<file path="src/rtl/wkp_pkg.sv">
package wkp_pkg;
  // Register byte addresses; software and neighbouring firmware decode these.
  localparam logic [7:0] ADDR_CLR  = 8'h40;
  localparam logic [7:0] ADDR_STAT = 8'h44;
  localparam logic [7:0] ADDR_CFG  = 8'h48;

  // Field base positions inside the configuration word.
  localparam int EN_LSB   = 0;
  localparam int POL_LSB  = 8;
  localparam int PULL_LSB = 16;
  localparam int PULL_W   = 2;

  // Upper bound on pins imposed by the field layout above.
  localparam int MAX_PINS = 8;

  typedef enum logic [1:0] {
    PULL_NONE = 2'b00,
    PULL_UP   = 2'b01,
    PULL_DOWN = 2'b10,
    PULL_RSVD = 2'b11
  } pull_e;
endpackage

</file>
<file path="src/rtl/wkp_pin_sync.sv">
module wkp_pin_sync #(
  parameter int WIDTH  = 5,
  parameter int STAGES = 2
) (
  input  logic             clk,
  input  logic             rst_n,
  input  logic [WIDTH-1:0] d,
  output logic [WIDTH-1:0] q
);
  generate
    if (STAGES == 0) begin : g_bypass
      assign q = d;
    end else begin : g_chain
      logic [WIDTH-1:0] stage_q [STAGES];
      always_ff @(posedge clk or negedge rst_n) begin
        if (!rst_n) begin
          for (int s = 0; s < STAGES; s++) stage_q[s] <= '0;
        end else begin
          stage_q[0] <= d;
          for (int s = 1; s < STAGES; s++) stage_q[s] <= stage_q[s-1];
        end
      end
      assign q = stage_q[STAGES-1];
    end
  endgenerate
endmodule

</file>
<file path="src/rtl/wkp_reg_file.sv">
module wkp_reg_file
  import wkp_pkg::*;
#(
  parameter int NUM_PINS = 5
) (
  input  logic                       clk,
  input  logic                       rst_n,
  input  logic [7:0]                 addr,
  input  logic [31:0]                wdata,
  input  logic                       we,
  input  logic [NUM_PINS-1:0]        flags,
  output logic [NUM_PINS-1:0]        en,
  output logic [NUM_PINS-1:0]        pol,
  output logic [PULL_W*NUM_PINS-1:0] pull,
  output logic [NUM_PINS-1:0]        clr,
  output logic [31:0]                rdata
);
  localparam int PULL_BITS = PULL_W * NUM_PINS;

  logic                 cfg_we;
  logic [NUM_PINS-1:0]  en_d, en_q, pol_d, pol_q;
  logic [PULL_BITS-1:0] pull_d, pull_q;
  logic [31:0]          cfg_word;
  logic                 unused_wdata;

  assign unused_wdata = ^wdata;
  assign cfg_we = we && (addr == ADDR_CFG);

  // Next-state of the configuration fields.
  always_comb begin
    en_d   = en_q;
    pol_d  = pol_q;
    pull_d = pull_q;
    if (cfg_we) begin
      en_d   = wdata[EN_LSB +: NUM_PINS];
      pol_d  = wdata[POL_LSB +: NUM_PINS];
      pull_d = wdata[PULL_LSB +: PULL_BITS];
    end
  end

  always_ff @(posedge clk or negedge rst_n) begin
    if (!rst_n) begin
      en_q   <= '0;
      pol_q  <= '0;
      pull_q <= '0;
    end else if (cfg_we) begin
      en_q   <= en_d;
      pol_q  <= pol_d;
      pull_q <= pull_d;
    end
  end

  // Clear strobes exist for one cycle only; nothing is stored.
  assign clr = (we && (addr == ADDR_CLR)) ? wdata[NUM_PINS-1:0] : '0;

  always_comb begin
    cfg_word = '0;
    cfg_word[EN_LSB +: NUM_PINS]    = en_q;
    cfg_word[POL_LSB +: NUM_PINS]   = pol_q;
    cfg_word[PULL_LSB +: PULL_BITS] = pull_q;
  end

  always_comb begin
    rdata = '0;
    case (addr)
      ADDR_STAT: rdata[NUM_PINS-1:0] = flags;
      ADDR_CFG:  rdata = cfg_word;
      default:   rdata = '0;
    endcase
  end

  assign en   = en_q;
  assign pol  = pol_q;
  assign pull = pull_q;

  // configuration only moves on a write to its own address.
  p_cfg_hold_r2: assert property (@(posedge clk) disable iff (!rst_n)
    !cfg_we |=> ($stable(en_q) && $stable(pol_q) && $stable(pull_q)));
  // the clear address reads back as zero.
  p_clr_reads_zero_r9: assert property (@(posedge clk) disable iff (!rst_n)
    (addr == ADDR_CLR) |-> (rdata == '0));
endmodule

</file>
<file path="src/rtl/wkp_edge_detect.sv">
module wkp_edge_detect #(
  parameter int NUM_PINS = 5
) (
  input  logic                clk,
  input  logic                rst_n,
  input  logic [NUM_PINS-1:0] pin_s,
  input  logic [NUM_PINS-1:0] en,
  input  logic [NUM_PINS-1:0] pol,
  input  logic [NUM_PINS-1:0] clr,
  output logic [NUM_PINS-1:0] flags,
  output logic                wake_req
);
  logic [NUM_PINS-1:0] act_now, act_q, evt;
  logic [NUM_PINS-1:0] flag_d, flag_q;
  logic                flag_upd;
  logic                req_d, req_q;

  // Qualified active level: one rule covers edges, enabling while active and
  // polarity flips, since each one turns this term from 0 to 1.
  assign act_now  = en & (pin_s ^ pol);
  assign evt      = act_now & ~act_q;
  assign flag_d   = (flag_q & ~clr) | evt;
  assign flag_upd = |(evt | clr);
  assign req_d    = |flag_q;

  always_ff @(posedge clk or negedge rst_n) begin
    if (!rst_n) act_q <= '0;
    else        act_q <= act_now;
  end

  always_ff @(posedge clk or negedge rst_n) begin
    if (!rst_n)        flag_q <= '0;
    else if (flag_upd) flag_q <= flag_d;
  end

  always_ff @(posedge clk or negedge rst_n) begin
    if (!rst_n) req_q <= 1'b0;
    else        req_q <= req_d;
  end

  assign flags    = flag_q;
  assign wake_req = req_q;

  generate
    for (genvar i = 0; i < NUM_PINS; i++) begin : g_chk
      // a flag only rises when its pin was enabled.
      p_flag_src_r7: assert property (@(posedge clk) disable iff (!rst_n)
        $rose(flag_q[i]) |-> $past(en[i]));
      // a clear without a coinciding event drops the flag.
      p_clear_r9: assert property (@(posedge clk) disable iff (!rst_n)
        (clr[i] && !evt[i]) |=> !flag_q[i]);
      // an event always leaves the flag set.
      p_event_wins_r10: assert property (@(posedge clk) disable iff (!rst_n)
        evt[i] |=> flag_q[i]);
      // a set flag persists until cleared.
      p_sticky_r8: assert property (@(posedge clk) disable iff (!rst_n)
        (flag_q[i] && !clr[i]) |=> flag_q[i]);
    end
  endgenerate

  // request follows the flag OR one edge later.
  p_req_set_r11: assert property (@(posedge clk) disable iff (!rst_n)
    (|flag_q) |=> req_q);
  p_req_clr_r11: assert property (@(posedge clk) disable iff (!rst_n)
    !(|flag_q) |=> !req_q);
endmodule

</file>
<file path="src/rtl/wakeup_pin_detector.sv">
module wakeup_pin_detector
  import wkp_pkg::*;
#(
  parameter int NUM_PINS    = 5,
  parameter int SYNC_STAGES = 2
) (
  input  logic                       clk,
  input  logic                       rst_n,
  input  logic [NUM_PINS-1:0]        pin_i,
  input  logic [7:0]                 bus_addr,
  input  logic [31:0]                bus_wdata,
  input  logic                       bus_we,
  output logic [31:0]                bus_rdata,
  output logic [PULL_W*NUM_PINS-1:0] pull_sel,
  output logic                       wake_req
);
  logic [NUM_PINS-1:0] pin_s, en, pol, clr, flags;

  wkp_pin_sync #(.WIDTH(NUM_PINS), .STAGES(SYNC_STAGES)) u_sync (
    .clk (clk),
    .rst_n (rst_n),
    .d (pin_i),
    .q (pin_s)
  );

  wkp_reg_file #(.NUM_PINS(NUM_PINS)) u_regs (
    .clk   (clk),
    .rst_n (rst_n),
    .addr  (bus_addr),
    .wdata (bus_wdata),
    .we    (bus_we),
    .flags (flags),
    .en    (en),
    .pol   (pol),
    .pull  (pull_sel),
    .clr   (clr),
    .rdata (bus_rdata)
  );

  wkp_edge_detect #(.NUM_PINS(NUM_PINS)) u_detect (
    .clk      (clk),
    .rst_n    (rst_n),
    .pin_s    (pin_s),
    .en       (en),
    .pol      (pol),
    .clr      (clr),
    .flags    (flags),
    .wake_req (wake_req)
  );
endmodule

</file>
<file path="config.mk">
export PLATFORM = sky130hd
export DESIGN_NAME = wakeup_pin_detector
export DESIGN_NICKNAME = d
export VERILOG_FILES = /design/src/rtl/wkp_pkg.sv /design/src/rtl/wkp_pin_sync.sv /design/src/rtl/wkp_reg_file.sv /design/src/rtl/wkp_edge_detect.sv /design/src/rtl/wakeup_pin_detector.sv
export SDC_FILE = /design/constraint.sdc
export NUM_CORES = 1
export LEC_CHECK = 0
export ABC_AREA = 1
export BUFFER_PORTS_ARGS = -buffer_cell sky130_fd_sc_hd__buf_2
export CORE_UTILIZATION = 44
export CTS_BUF_LIST = sky130_fd_sc_hd__clkbuf_2
export DETAILED_ROUTE_END_ITERATION = 16
export HOLD_SLACK_MARGIN = 0.06
export PLACE_DENSITY = 0.85
export SETUP_SLACK_MARGIN = 0.4
export SYNTH_ARGS = -nofsm -noshare
export SYNTH_HDL_FRONTEND = slang
export SYNTH_HIERARCHICAL = 1
export SYNTH_SLANG_ARGS = --single-unit
</file>
<file path="constraint.sdc">
create_clock -name clk -period 0.8 [get_ports clk]
set_input_delay 0.04 -clock clk [delete_from_list [all_inputs] [get_ports clk]]
set_output_delay 0.04 -clock clk [all_outputs]
set_load 0.005 [all_outputs]
</file>
==> results.cfg <==
[worst_setup_path]
r2r_start = u_regs/pol[3]
path_max_fanout = 2
crit_type = reg -> out
crit_slowest_cell = dfrtp_1
critical_path.max_stage_delay_ns = 0.44
worst_r2r_path_depth = 5
required_ns = 0.76
critPathCaptureType = primary output
rr_endpoint = u_detect/act_q[3]
r2r_setup_slack_ns = -0.21
startpoint_type = flop
crit_arrival_ns = 1.13
path_cells = nand3_1, nand2_1, buf_2
cp-startpoint = u_detect/flags[1]
critical_path.endpoint = bus_rdata[1]

[layout]
final_cells = 419
fin_nets = 415
antennaDiodeCount = 0
area_growth_pct = 50.0
drive_gt1_share_pct = 54.5
finish.instance_area_um2 = 3190
final_util_pct = 70.9

[synth]
synth_async_sr_flop_share_pct = 100
avgSynthCellArea_um2 = 8.28
ys_seq_area_share_pct = 48.2
synth_warnings = 6
synthFlopType = dfrtp_1
yosysTopAreaCell = dfrtp_1
synthCells = 257
synth_cell_types = 18
synth_top_cells_by_count = nand2_1 (64), inv_1 (48), dfrtp_1 (41)
yosysMostFrequentCell = nand2_1
ys_ff_latch = 41
synth.area.top_cells = dfrtp_1 (48%), nand2_1 (11%), inv_1 (8.5%), nand4_1 (7.6%), buf_4 (7.1%)
synth_edf_count = 0
syn_area_um2 = 2130
synth_top_area_share_pct = 48.2

[route]
vias_per_cell = 5.00
wl_per_cell_um = 13.8
drc = 0
drtIter0Drc = 90
postRouteAntennaNets = 0
drt-total-wl_um = 5790
dr.pass1.iters = 4
vias = 2094

[sta]
rsz0062_at_grt = true
worst_clock_skew_ns = 0.0114
tns_ns = -11.16
fmax_ghz = 0.858
slew_violations = 0
hold_viol = 22
fin_crit_ns = 1.17
finalCritPeriodShare_pct = 146
final-setup-viol-count = 50
worst_slack_ns = -0.366
whs_ns = -0.146

[floorplanning]
core_um2 = 4500
row_count = 24
die_w_um = 71.6
fp.dieH_um = 71.6
dieArea_um2 = 5120
pin_count = 91
initial_utilization_pct = 47.2

[global_route]
grt_pass1_vias = 1956
grt_usage_pct = 21.7
grt_start_max_net_pins = 42
grt_pass1_wl_um = 8580
antenna_found_initial = 0
overflow = 0

[placement]
hpwlAfterDp_um = 3430
finalWeightedCongestion = 0.819
io_buffers = 66
dpl-instance-area_um2 = 2660
place_inst = 374

[clocking]
cts_buffers = 5
holdBufCountCts = 6
cts_htree_levels = 2
cts_root_buf = clkbuf_2
insertion_delay_ns = 0.41
clkSinkCount = 41
cts_tree = yes
clk_pin_slew_ns = 0.21
clock_path_buffers = 2

[status]
status = complete, but fails checks
violations = negative hold slack, negative setup slack

[pwr]
total_power_mw = 3.83
peakVddDrop_mv = 0.941
power_density_nw_per_um2 = 1200
p_leak_nw = 1.68

[job]
cap_violations = 0

[hold_path]
hp-class = in -> reg
[report_power, final]
part | switching, mW | internal, mW | leakage [nW]
logic | 0.367 | 0.351 | 1.13
clock network | 0.676 | 0.204 | 0.0265
registers | 0.0660 | 2.17 | 0.515
[stage by stage]
step	hold WS [ns]	worst slack, ns
after floorplan	-0.256	-0.0578
after global placement	0.0262	-0.310
after detailed placement	0.0242	-0.369
after CTS	-0.141	-0.353
after global routing	-0.143	-0.405
final	-0.146	-0.366
[layout by cell type (no fill, tap or decap)]
cell,netlist,layout
and3_1,5,1
and3_4,0,4
buf_12,0,5
buf_2,0,66
buf_4,20,14
buf_6,5,25
clkbuf_2,0,6
clkinv_1,0,1
conb_1,1,12
dfrtp_1,41,41
dlygate4sd3_1,0,6
inv_1,48,21
inv_12,0,1
inv_16,0,1
inv_2,0,23
inv_6,0,1
inv_8,0,1
nand2_1,64,43
nand2_2,7,25
nand2_4,1,3
nand2_8,0,1
nand3_1,10,8
nand3_2,0,3
nand3_4,1,3
nand4_1,26,26
nor2_1,13,8
nor2_2,10,5
nor2_4,1,11
nor2_8,1,1
nor3_2,0,1
[flip-flops by register name (all words and copies together), names as in the netlist]
signal                  count
u_detect/wake_req           1
u_regs/en                   5
u_sync/q                    5
u_regs/pull                10
u_detect/act_q              5
u_regs/pol                  5
u_sync/g_chain.stage_q      5
u_detect/flags              5
[critical path, delay by kind of cell, from the launching register on]
| family | cells | cell delay, ns |
|---|---|---|
| DFF | 1 | 0.44 |
| buffers and inverters | 1 | 0.13 |
| and+or+nand+nor | 2 | 0.16 |
[layout make-up]
cell class | count | area, µm²
sequential | 41 | 1030
multi-input combinational | 155 | 968
timing repair buffer | 116 | 877
clock inverter | 1 | 3.75
inverter | 48 | 221
clock buffer | 6 | 30.0
tap | 52 | 65.1
fill | 330 | 1310
[cells by family after synthesis]
| group | count (synthesis) | synth area share (%) |
|---|---|---|
| other | 1 | 0.176 |
| buffers and inverters | 75 | 18.5 |
| AND/OR/NAND/NOR | 140 | 33.1 |
| flip-flops | 41 | 48.2 |
[how the worst min path moves through the flow]
stage,from,endpoint,slack (ns),cells after the start
finish,bus_wdata[20],u_regs/pull[4],-0.15,3
global route,bus_wdata[11],u_regs/pol[3],-0.14,3
CTS,bus_wdata[25],u_regs/pull[9],-0.14,3
detailed placement,rst_n,u_regs/pull[4],0.02,2
global placement,rst_n,u_regs/pull[4],0.03,2
floorplan,rst_n,u_detect/act_q[0],-0.26,0
[what timing repair did]
item | in CTS | in global routing
pin swaps | 37 | 21
gates resized for setup | 34 | 35
buffers inserted | 19 | 10
endpoints found under the setup margin | 67 | 67
endpoints found under the hold margin | 71 | 24
cloned | 1 | 2
[metal layers]
metal,global-route usage (%),vias up,share of wire [%]
met5,0,-,0
met4,6.97,0,1.5
met3,4.22,10,8.6
met2,39.7,118,51
met1,25.7,975,38
li1,-,991,-
No activity file was read; power rests on OpenSTA's default activity.
